**src/rtl/pkt_cls_pkg.sv**
```systemverilog
package pkt_cls_pkg;
  localparam int STAT_W = 3;
  localparam int ST_TOK = 0;
  localparam int ST_DAT = 1;
  localparam int ST_HS  = 2;

  localparam logic [1:0] CODE_TOK = 2'b01;
  localparam logic [1:0] CODE_DAT = 2'b11;
  localparam logic [1:0] CODE_HS  = 2'b10;

  typedef enum logic [1:0] {
    CLS_NONE = 2'd0,
    CLS_TOK  = 2'd1,
    CLS_DAT  = 2'd2,
    CLS_HS   = 2'd3
  } pkt_cls_e;
endpackage

```
**src/rtl/rst_sync.sv**
```systemverilog
module rst_sync #(
  parameter int STAGES = 2
) (
  input  logic clk,
  input  logic rst_n,
  output logic rst_n_sync
);
  logic [STAGES-1:0] chain_q;

  always_ff @(posedge clk or negedge rst_n) begin
    if (!rst_n) chain_q <= '0;
    else        chain_q <= {chain_q[STAGES-2:0], 1'b1};
  end

  assign rst_n_sync = chain_q[STAGES-1];
endmodule

```
**src/rtl/pid_capture.sv**
```systemverilog
module pid_capture #(
  parameter int CAP_W = 2
) (
  input  logic             clk,
  input  logic             rst_n,
  input  logic             sop,
  input  logic             bit_vld,
  input  logic             bit_in,
  output logic [CAP_W-1:0] code_o,
  output logic             done_o
);
  localparam int CNT_W = $clog2(CAP_W + 1);
  localparam logic [CNT_W-1:0] IDLE = CNT_W'(CAP_W);

  logic [CNT_W-1:0] cnt_q, cnt_d, cnt_base;
  logic [CAP_W-1:0] cap_q, cap_d;
  logic             accept;
  logic             upd_en;

  always_comb begin
    cnt_base = sop ? '0 : cnt_q;
    accept   = bit_vld && (cnt_base < IDLE);
    cnt_d    = cnt_base;
    cap_d    = cap_q;
    if (accept) begin
      cnt_d = cnt_base + 1'b1;
      for (int i = 0; i < CAP_W; i++) begin
        if (cnt_base == CNT_W'(i)) cap_d[i] = bit_in;
      end
    end
    upd_en = sop | accept;
  end

  always_ff @(posedge clk or negedge rst_n) begin
    if (!rst_n) begin
      cnt_q <= IDLE;
      cap_q <= '0;
    end else if (upd_en) begin
      cnt_q <= cnt_d;
      cap_q <= cap_d;
    end
  end

  assign code_o = cap_d;
  assign done_o = accept && (cnt_base == CNT_W'(CAP_W - 1));
endmodule

```
**src/rtl/pid_decode.sv**
```systemverilog
module pid_decode
  import pkt_cls_pkg::*;
(
  input  logic              done,
  input  logic [1:0]        code,
  output logic [STAT_W-1:0] set_vec,
  output logic              tok_hit,
  output logic              rxd_hit
);
  pkt_cls_e cls;

  always_comb begin
    cls = CLS_NONE;
    if (done) begin
      case (code)
        CODE_TOK: cls = CLS_TOK;
        CODE_DAT: cls = CLS_DAT;
        CODE_HS:  cls = CLS_HS;
        default:  cls = CLS_NONE;
      endcase
    end
    set_vec         = '0;
    set_vec[ST_TOK] = (cls == CLS_TOK);
    set_vec[ST_DAT] = (cls == CLS_DAT);
    set_vec[ST_HS]  = (cls == CLS_HS);
    tok_hit         = (cls == CLS_TOK);
    rxd_hit         = (cls == CLS_DAT) || (cls == CLS_HS);
  end
endmodule

```
**src/rtl/rx_status.sv**
```systemverilog
module rx_status #(
  parameter int W = 3
) (
  input  logic         clk,
  input  logic         rst_n,
  input  logic [W-1:0] set_vec,
  input  logic [W-1:0] clr_vec,
  output logic [W-1:0] stat_o
);
  for (genvar g = 0; g < W; g++) begin : g_bit
    logic st_q, st_d, st_en;

    always_comb begin
      st_en = set_vec[g] | clr_vec[g];
      st_d  = set_vec[g];
    end

    always_ff @(posedge clk or negedge rst_n) begin
      if (!rst_n)     st_q <= 1'b0;
      else if (st_en) st_q <= st_d;
    end

    assign stat_o[g] = st_q;
  end
endmodule

```
**src/rtl/pkt_class_top.sv**
```systemverilog
module pkt_class_top
  import pkt_cls_pkg::*;
#(
  parameter int SYNC_STAGES = 2
) (
  input  logic              clk,
  input  logic              rst_n,
  input  logic              bit_vld_i,
  input  logic              bit_i,
  input  logic              sop_i,
  input  logic [STAT_W-1:0] stat_clr_i,
  output logic [STAT_W-1:0] rx_stat_o,
  output logic              tok_stb_o,
  output logic              rxd_stb_o
);
  localparam int CAP_W = 2;

  logic              rst_n_s;
  logic [CAP_W-1:0]  code;
  logic              done;
  logic [STAT_W-1:0] set_vec;
  logic              tok_hit, rxd_hit;
  logic              tok_q, rxd_q, tok_d, rxd_d;

  rst_sync #(.STAGES(SYNC_STAGES)) u_rst (
    .clk        (clk),
    .rst_n      (rst_n),
    .rst_n_sync (rst_n_s)
  );

  pid_capture #(.CAP_W(CAP_W)) u_cap (
    .clk     (clk),
    .rst_n   (rst_n_s),
    .sop     (sop_i),
    .bit_vld (bit_vld_i),
    .bit_in  (bit_i),
    .code_o  (code),
    .done_o  (done)
  );

  pid_decode u_dec (
    .done    (done),
    .code    (code),
    .set_vec (set_vec),
    .tok_hit (tok_hit),
    .rxd_hit (rxd_hit)
  );

  rx_status #(.W(STAT_W)) u_stat (
    .clk     (clk),
    .rst_n   (rst_n_s),
    .set_vec (set_vec),
    .clr_vec (stat_clr_i),
    .stat_o  (rx_stat_o)
  );

  always_comb begin
    tok_d = tok_hit;
    rxd_d = rxd_hit;
  end

  always_ff @(posedge clk or negedge rst_n_s) begin
    if (!rst_n_s) begin
      tok_q <= 1'b0;
      rxd_q <= 1'b0;
    end else begin
      tok_q <= tok_d;
      rxd_q <= rxd_d;
    end
  end

  assign tok_stb_o = tok_q;
  assign rxd_stb_o = rxd_q;
endmodule

```
**config.mk**
```make
export PLATFORM = sky130hd
export DESIGN_NAME = pkt_class_top
export DESIGN_NICKNAME = d
export VERILOG_FILES = /design/src/rtl/pkt_cls_pkg.sv /design/src/rtl/rst_sync.sv /design/src/rtl/pid_capture.sv /design/src/rtl/pid_decode.sv /design/src/rtl/rx_status.sv /design/src/rtl/pkt_class_top.sv
export SDC_FILE = /design/constraint.sdc
export NUM_CORES = 1
export LEC_CHECK = 0
export BUFFER_PORTS_ARGS = -buffer_cell sky130_fd_sc_hd__buf_4
export CAP_MARGIN = 20
export CELL_PAD_IN_SITES_DETAIL_PLACEMENT = 1
export CELL_PAD_IN_SITES_GLOBAL_PLACEMENT = 2
export CORE_MARGIN = 2
export CORE_UTILIZATION = 33
export DETAILED_ROUTE_END_ITERATION = 10
export PLACE_DENSITY_LB_ADDON = 0.1
export RECOVER_POWER = 50
export SYNTH_ARGS = -nofsm -noshare
export SYNTH_HDL_FRONTEND = slang
export SYNTH_SLANG_ARGS = --single-unit
```
**constraint.sdc**
```tcl
create_clock -name clk -period 0.8 [get_ports clk]
set_clock_uncertainty 0.15 [all_clocks]
set_input_delay 0.08 -clock clk [delete_from_list [all_inputs] [get_ports clk]]
set_output_delay 0.08 -clock clk [all_outputs]
set_load 0.01 [all_outputs]
```
# Word level (Yosys, flattened, before mapping)
# Cells that the tools add are included.
# W data, S select, Z words.
word_totals:
  regBits: 11
  word_cells: 32
op_classes:
  add_sub_neg: 1
  n_lt_le_gt_ge: 1
  eq_ne: 7
  n_mux: 7
  bitwise_logic: 4
  reduce_logical: 4
ops:
  columns: ["op", "count"]
  rows:
  - ["$eq A2 B2 Y1 const B", 4]
  - ["$mux W2", 4]
  - ["$eq A2 B1 Y1 const B", 3]
  - ["$pmux W2 S3", 1]
  - ["$or A1 B1 Y1", 4]
  - ["$add A2 B1 Y2 const B", 1]
  - ["$logic_and A1 B1 Y1", 2]
  - ["$logic_not A2 Y1", 1]
  - ["$lt A2 B2 Y1 const B", 1]
  - ["$mux W1", 2]
  - ["$logic_or A1 B1 Y1", 1]

# Logic depth before layout (Yosys ltp)
# Gate-level depths: netlist of run 1.
logic_depth:
  word_depth: 9
  ltp_mapped: 8
  depth_no_buf: 8

# Cells and area by module
# From an unflattened synthesis of run 1, not the netlist that was laid out.
hier_totals:
  hier_cells: 49
  hier_area_um2: 584.3
by_module_without_submodules:
  columns: ["module", "n_inst", "cells_each", "area_per_inst_um2"]
  rows:
  - ["pid_capture", 1, 21, 241.5]
  - ["rx_status", 1, 12, 131.4]
  - ["pid_decode", 1, 11, 107.6]
  - ["rst_sync", 1, 3, 53.8]
  - ["pkt_class_top", 1, 2, 50.0]

# Least setup slack after synthesis of run 1
# Ideal clock, no wire load.
synth_timing:
  path_type: "register -> register"
  from: "register u_cap.cnt_q[1]"
  to: "register u_stat.g_bit[1].st_q"
  setup_time_ns: 0.121
  t_arrival_ns: 1.847
  slack_ns: -1.318
  stages_incl_launch_ff: 9
  path_buffers: 0
  path_cell_list: "dfstp_2 nand2b_2 ha_1 nand3_1 mux2_2 ha_1 nor2_1 nor3_2 a22o_1"
synth_between:
  elab_chain_len: 9
  word_cells_on_any_way: 16
  classes_between: "1 x order compare; 5 x eq/ne; 6 x mux; 1 x bitwise; 3 x reduce/logical"
synth_lines:
  columns: ["item", "line_no", "rtl"]
  rows:
  - ["from (decl)", "pid_capture.sv:15", "logic [CNT_W-1:0] cnt_q, cnt_d, cnt_base;"]
  - ["from (signal assigned)", "pid_capture.sv:39", "cnt_q <= cnt_d;"]
  - ["$mux W2 *", "pid_capture.sv:21", "cnt_base = sop ? '0 : cnt_q;"]
  - ["$lt A2 B2 Y1 / $logic_not A2 Y1 (equally long branches)", "pid_capture.sv:22, pid_capture.sv:28", null]
  - ["$logic_and A1 B1 Y1 / $mux W1 (equally long branches)", "pid_capture.sv:22, pid_capture.sv:28", null]
  - ["$mux W2 *", "pid_capture.sv:25", "if (accept) begin"]
  - ["via code[0]", "pkt_class_top.sv:19", "logic [CAP_W-1:0] code;"]
  - ["$eq A2 B2 Y1 / $eq A2 B1 Y1 (equally long branches)", "pid_decode.sv:15", "case (code)"]
  - ["$pmux W2 S3 *", "pid_decode.sv:15", null]
  - ["$mux W2 *", "pid_decode.sv:14", "if (done) begin"]
  - ["$eq A2 B2 Y1 *", "pid_decode.sv:24", "set_vec[ST_DAT] = (cls == CLS_DAT);"]
  - ["$or A1 B1 Y1", "rx_status.sv:14", "st_en = set_vec[g] | clr_vec[g];"]
  - ["to (signal assigned)", "rx_status.sv:20", "else if (st_en) st_q <= st_d;"]
  - ["to (decl)", "rx_status.sv:11", "logic st_q, st_d, st_en;"]
# Mark *: on every way through the listed nets, which the timed path passes. The rest lies on a longest branch.
# A chain may end at the register's enable or synchronous reset.

# Final worst setup path of run 1
layout_timing:
  from: "register u_cap.cnt_q[1]"
  to: "register u_stat.g_bit[0].st_q"
layout_between:
  elab_chain_len: 9
  word_cells_on_any_way: 16
  classes_between: "1 x order compare; 5 x eq/ne; 6 x mux; 1 x bitwise; 3 x reduce/logical"
layout_lines:
  columns: ["item", "line_no", "rtl"]
  rows:
  - ["$mux W2 *", "pid_capture.sv:21", null]
  - ["$lt A2 B2 Y1 / $logic_not A2 Y1 (equally long branches)", "pid_capture.sv:22, pid_capture.sv:28", null]
  - ["$logic_and A1 B1 Y1 / $mux W1 (equally long branches)", "pid_capture.sv:22, pid_capture.sv:28", null]
  - ["$mux W2 *", "pid_capture.sv:25", null]
  - ["via code[0]", "pkt_class_top.sv:19", null]
  - ["$eq A2 B2 Y1 / $eq A2 B1 Y1 (equally long branches)", "pid_decode.sv:15", null]
  - ["$pmux W2 S3 *", "pid_decode.sv:15", null]
  - ["$mux W2 *", "pid_decode.sv:14", null]
  - ["$eq A2 B1 Y1 *", "pid_decode.sv:23", "set_vec[ST_TOK] = (cls == CLS_TOK);"]
  - ["via set_vec[0]", "pkt_class_top.sv:21", "logic [STAT_W-1:0] set_vec;"]
  - ["$or A1 B1 Y1", "rx_status.sv:14", null]
  - ["to (signal assigned)", "rx_status.sv:20", null]
  - ["to (decl)", "rx_status.sv:11", null]
# Marked as above.

==> impl_metrics.ini, run 1 <==
[clocking]
h-tree-depth = 1
clock_latency_ps = 260
cts-buffers-inserted = 3
clkTransAtPathRegs_ps = 70
cts_hold_buf = 1
clockBufferDepth = 2
root_buffer = clkbuf_4
cts.sinks = 11
cts_tree = built

[yosys]
syn_inst = 43
synth_cell_type_count = 22
seq_area_frac_synth_pct = 49.1
syn_nets = 55
synth_flop_cell = dfrtp_1
synth_edf_count = 0
ys_ff_latch = 11
synth_area_sq_um = 563
yosys_warnings = 0
syn_avg_cell_area_sq_um = 13.1
synth-async-reset-ratio_pct = 100

[hold_path]
hold_class = in2reg

[pwr]
power.share.clock_pct = 15.3
p_leak_nw = 0.438
switching_share_pct = 33.3
internal-power_mw = 1.61
ir_worst_vdd_v = 0.00105
powerDensity_nw_per_um2 = 2660
switchingPower_mw = 0.804
seq_power_share_pct = 32.6
pwr-share-comb_pct = 52.1

[sta]
setup_ws_ps = -1260
report.final.hold_viol_count = 7
period_minus_slack_ps = 2060
fmax_mhz = 485
rsz0062_at_grt = true
timing.hold.ws_ps = -58.3
finalCritPeriodShare_pct = 257
setup_viol = 14
slew_violations = 0

[final_layout]
syn2layout_area_growth_pct = 60.9
most-common-layout-cells = buf_4, dfrtp_1, buf_6
utilization_pct = 58.1
final_area_sq_um = 906
layout_commonest_cell = buf_4
fill_cells = 158
antennaDiodeCount = 0
drive_gt1_share_pct = 68.1
final_nets = 82
fin_cells = 85

[die]
die_x_um = 45.3
dieArea_sq_um = 2050
initial_core_util_pct = 36.1
coreArea_sq_um = 1560
fp-row-count = 14
die_h_um = 45.3
io_pins = 13

[worst_setup_path]
startpoint_type = flip-flop
critPathKind = reg2reg
crit_path_end_kind = flip-flop
cp_max_fo = 3
critPathArrivalTime_ps = 2120
cp_data_required_time_ps = 860

[drt]
drc = 0
drtPass1Iterations = 4
dr_total_vias = 396
drtIter0Drc = 2
ant_nets = 0
viasPerCell = 4.66
wirelength_um = 1300
wl_per_cell_um = 15.3

[run]
drv_cap = 0

[placed_design]
place_inst = 75
io_buffers = 12
placed_cell_area_sq_um = 758
dpl.hpwl_um = 1000
place_congestion = 0.641
place_ws_ps = -1300

[grt]
grt_first_pass_wirelength_um = 2210
grt_max_degree = 10
antenna_found_initial = 0
grt_pass1_vias = 478
grt-ovfl-total = 0
grt_usage_pct = 15.3

[run_status]
status = complete, but fails checks
violations = hold timing, setup timing
==> cell usage after synthesis, types with 2 or more instances <==
cell type	n	area, sq um
dfrtp_1	10	250
ha_1	4	50.1
buf_4	3	22.5
mux2_2	3	33.8
nand2_1	3	11.3
inv_1	2	7.51
nand2b_1	2	12.5
nor3_2	2	20.0
==> worst paths after layout <==
| kind | from | to | slack (ps) | cells after the start |
|---|---|---|---|---|
| worst max-delay path | u_cap.cnt_q[1] | u_stat.g_bit[0].st_q | -1260 | 8 |
| max in group asynchronous | u_rst.chain_q[1] | u_cap.cnt_q[1] | 190 | 0 |
| worst max register to register | u_cap.cnt_q[1] | u_stat.g_bit[0].st_q | -1260 | 8 |
| worst min-delay path | stat_clr_i[0] | u_stat.g_bit[0].st_q | -60 | 3 |
| min in group asynchronous | rst_n | u_rst.chain_q[1] | -20 | 2 |
| worst min register to register | u_rst.chain_q[1] | u_stat.g_bit[2].st_q | 0 | 0 |
==> through the flow <==
step	setup TNS [ps]	total power [mW]
2_1_floorplan	-7340	1.45
3_3_place_gp	-7660	1.67
3_5_place_dp	-8240	1.74
4_1_cts	-9280	2.38
5_1_grt	-9840	2.59
6_report	-9100	2.41
==> logic make-up (layout without fill, tap and decap cells) <==
family / after synthesis / after routing / share of synthesized area [%]
AND/OR/NAND/NOR: 11 / 11 / 15.8
adder cells (fa/ha/maj): 4 / 4 / 8.89
flip-flops: 11 / 11 / 49.1
XOR/XNOR: 1 / 1 / 1.56
other: 1 / 1 / 0.666
buffers and inverters: 6 / 32 / 6.00
multiplexers: 5 / 5 / 10.4
AO/OA/AOI/OAI: 4 / 4 / 7.56
==> power by group through the flow <==
| stage | clock network (mW) | registers, mW | logic [mW] |
|---|---|---|---|
| final | 0.368 | 0.786 | 1.26 |
| after global routing | 0.432 | 0.805 | 1.36 |
| after CTS | 0.389 | 0.774 | 1.22 |
| after detailed placement | 0 | 0.772 | 0.969 |
| after global placement | 0 | 0.755 | 0.913 |
| after floorplan | 0 | 0.758 | 0.692 |
==> cell type report <==
type | instances | area, sq um | area share [%]
Timing Repair Buffer | 25 | 213 | 23.5
Tap cell | 16 | 20.0 | 2.21
Inverter | 3 | 11.3 | 1.24
Multi-Input combinational cell | 26 | 359 | 39.6
Sequential cell | 11 | 277 | 30.5
Clock buffer | 4 | 26.3 | 2.90
==> repair_timing <==
action,CTS,global route
resized for setup,12,5
hold endpoints to repair,7,7
setup endpoints to repair,14,14
pin swaps,6,4
setup buffers,4,2
==> worst max-delay path: stages, from the launching register on <==
cell and delay [ps]:
dfstp_2 560, nand2b_4 70, buf_4 140, nand3_4 110
mux2_4 320, ha_4 170, o21ba_4 190, nor3_4 190
a21o_1 100
==> per-layer routing <==
metal  global-route usage [%]  routed length [um]  up-vias
met2                     28.6                 752        7
met3                     4.80                  35        0
met1                     16.7                 510      197
met5                        0                   0        -
li1                         -                   -      192
met4                     3.53                   0        0
==> flip-flops by register name (all words and copies together) (netlist names) <==
| signal | count |
|---|---|
| u_cap.cnt_q | 2 |
| u_rst.chain_q | 2 |
| tok_stb_o | 1 |
| u_stat.g_bit.st_q | 3 |
| rxd_stb_o | 1 |
| u_cap.cap_q | 2 |
Note: power is estimated with default switching activity, not from simulation.
==> run 2: changes to the inputs <==
MAX_ROUTING_LAYER = met4   (was unset)
TNS_END_PERCENT = 5   (was unset)
==> impl_metrics.ini, run 2 (same netlist as run 1, synthesis figures left out) <==
[final_layout]
register_area_sq_um = 277
top_register = u_stat.g_bit.st_q
fin_cells = 82
largest_register_ffs = 3
syn2layout_area_growth_pct = 53.8
layout_commonest_cell = buf_4
utilization_pct = 55.5
most-common-layout-cells = buf_4, dfrtp_1, buf_6
antennaDiodeCount = 0
final_nets = 79
multi_input_area_sq_um = 349
drive_gt1_share_pct = 65.2
fill_cells = 158

[clocking]
clkTransAtPathRegs_ps = 70
cts_tree = built
h-tree-depth = 1
root_buffer = clkbuf_4
clock_latency_ps = 260
cts-buffers-inserted = 3
clockBufferDepth = 2
cts.sinks = 11
cts_hold_buf = 1

[placed_design]
dpl.hpwl_um = 919
place_inst = 75
place_congestion = 0.648
io_buffers = 12

[pwr]
powerDensity_nw_per_um2 = 2670
switchingPower_mw = 0.772
internal-power_mw = 1.54
pwr-share-comb_pct = 50.5
ir_worst_vdd_v = 0.00123
seq_power_share_pct = 33.6
power.share.clock_pct = 15.9
p_leak_nw = 0.417
switching_share_pct = 33.3
total_power_mw = 2.32

[sta]
finalCritPeriodShare_pct = 252
timing.hold.ws_ps = -46.6
rsz0062_at_grt = true
setup_ws_ps = -1210
setup_tns_ps = -9060
setup_viol = 14
period_minus_slack_ps = 2010
fmax_mhz = 496
report.final.hold_viol_count = 7
slew_violations = 0

[worst_setup_path]
cp_data_required_time_ps = 850
cp_max_fo = 3
critPathArrivalTime_ps = 2070
crit_path_end_kind = flip-flop
critPathKind = reg2reg
startpoint_type = flip-flop

[grt]
grt_pass1_vias = 445
grt_usage_pct = 14.2
grt-ovfl-total = 0
antenna_found_initial = 0
grt_first_pass_wirelength_um = 1990
grt_max_degree = 10

[drt]
wl_per_cell_um = 14.1
ant_nets = 0
dr_total_vias = 392
drtIter0Drc = 1
drc = 0
viasPerCell = 4.78
wirelength_um = 1160
drtPass1Iterations = 2

[die]
die_x_um = 45.3
fp-row-count = 14
die_h_um = 45.3
io_pins = 13
initial_core_util_pct = 36.1
dieArea_sq_um = 2050
coreArea_sq_um = 1560

[run]
drv_cap = 0

[hold_path]
hold_class = in2reg

[run_status]
violations = hold timing, setup timing
status = complete, but fails checks
[run 2: cell type report]
| cell class | count | area share (%) |
|---|---|---|
| Clock buffer | 4 | 3.03 |
| Sequential cell | 11 | 31.9 |
| Multi-Input combinational cell | 26 | 40.3 |
| Tap cell | 16 | 2.31 |
| Inverter | 3 | 1.30 |
| Timing Repair Buffer | 22 | 21.1 |
[run 2: worst paths after layout]
kind / startpoint / endpoint / slack, ps / depth (start not counted)
max: u_cap.cnt_q[1] / u_stat.g_bit[0].st_q / -1210 / 8
min: stat_clr_i[2] / u_stat.g_bit[2].st_q / -50 / 3
max reg2reg: u_cap.cnt_q[1] / u_stat.g_bit[0].st_q / -1210 / 8
min reg2reg: u_rst.chain_q[1] / u_stat.g_bit[2].st_q / 10 / 0
max in group asynchronous: u_rst.chain_q[1] / u_cap.cnt_q[1] / 190 / 0
min in group asynchronous: rst_n / u_rst.chain_q[1] / -10 / 2
[run 2: critical path, stage by stage, from the launching register on]
cell	delay (ps)
dfstp_2	560
nand2b_4	70
ha_4	160
nand3_4	100
mux2_4	320
ha_4	170
o21ba_4	190
nor3_4	130
a21o_1	110
[run 2: power groups by stage]
stage / Combinational, mW / Clock [mW] / Sequential, mW
finish: 1.17 / 0.369 / 0.777
global route: 1.27 / 0.410 / 0.800
CTS: 1.03 / 0.389 / 0.764
detailed placement: 0.944 / 0 / 0.771
global placement: 0.914 / 0 / 0.754
floorplan: 0.692 / 0 / 0.758
[run 2: routing by layer]
metal | part of all wire, % | vias to the layer above | track usage (%)
li1 | - | 187 | -
met1 | 37 | 196 | 15.4
met2 | 59 | 7 | 25.4
met3 | 3.1 | 2 | 2.40
met4 | 0.34 | 0 | 5.29
met5 | 0 | - | -
[run 2: metrics by stage]
step           hold WS, ps  worst slack [ps]  instance area, sq um
3_5_place_dp          -285             -1280                   758
5_1_grt              -42.5             -1290                   866
2_1_floorplan         -366             -1190                   618
3_3_place_gp          -288             -1210                   758
4_1_cts              -68.8             -1270                   830
6_report             -46.6             -1210                   866
[run 2: repair_timing]
item / 4_1_cts / 5_1_grt
gates resized for setup: 7 / 4
setup buffers: 1 / 1
hold endpoints to repair: 7 / 6
endpoints found under the setup margin: 14 / 14
pin swaps: 4 / 2
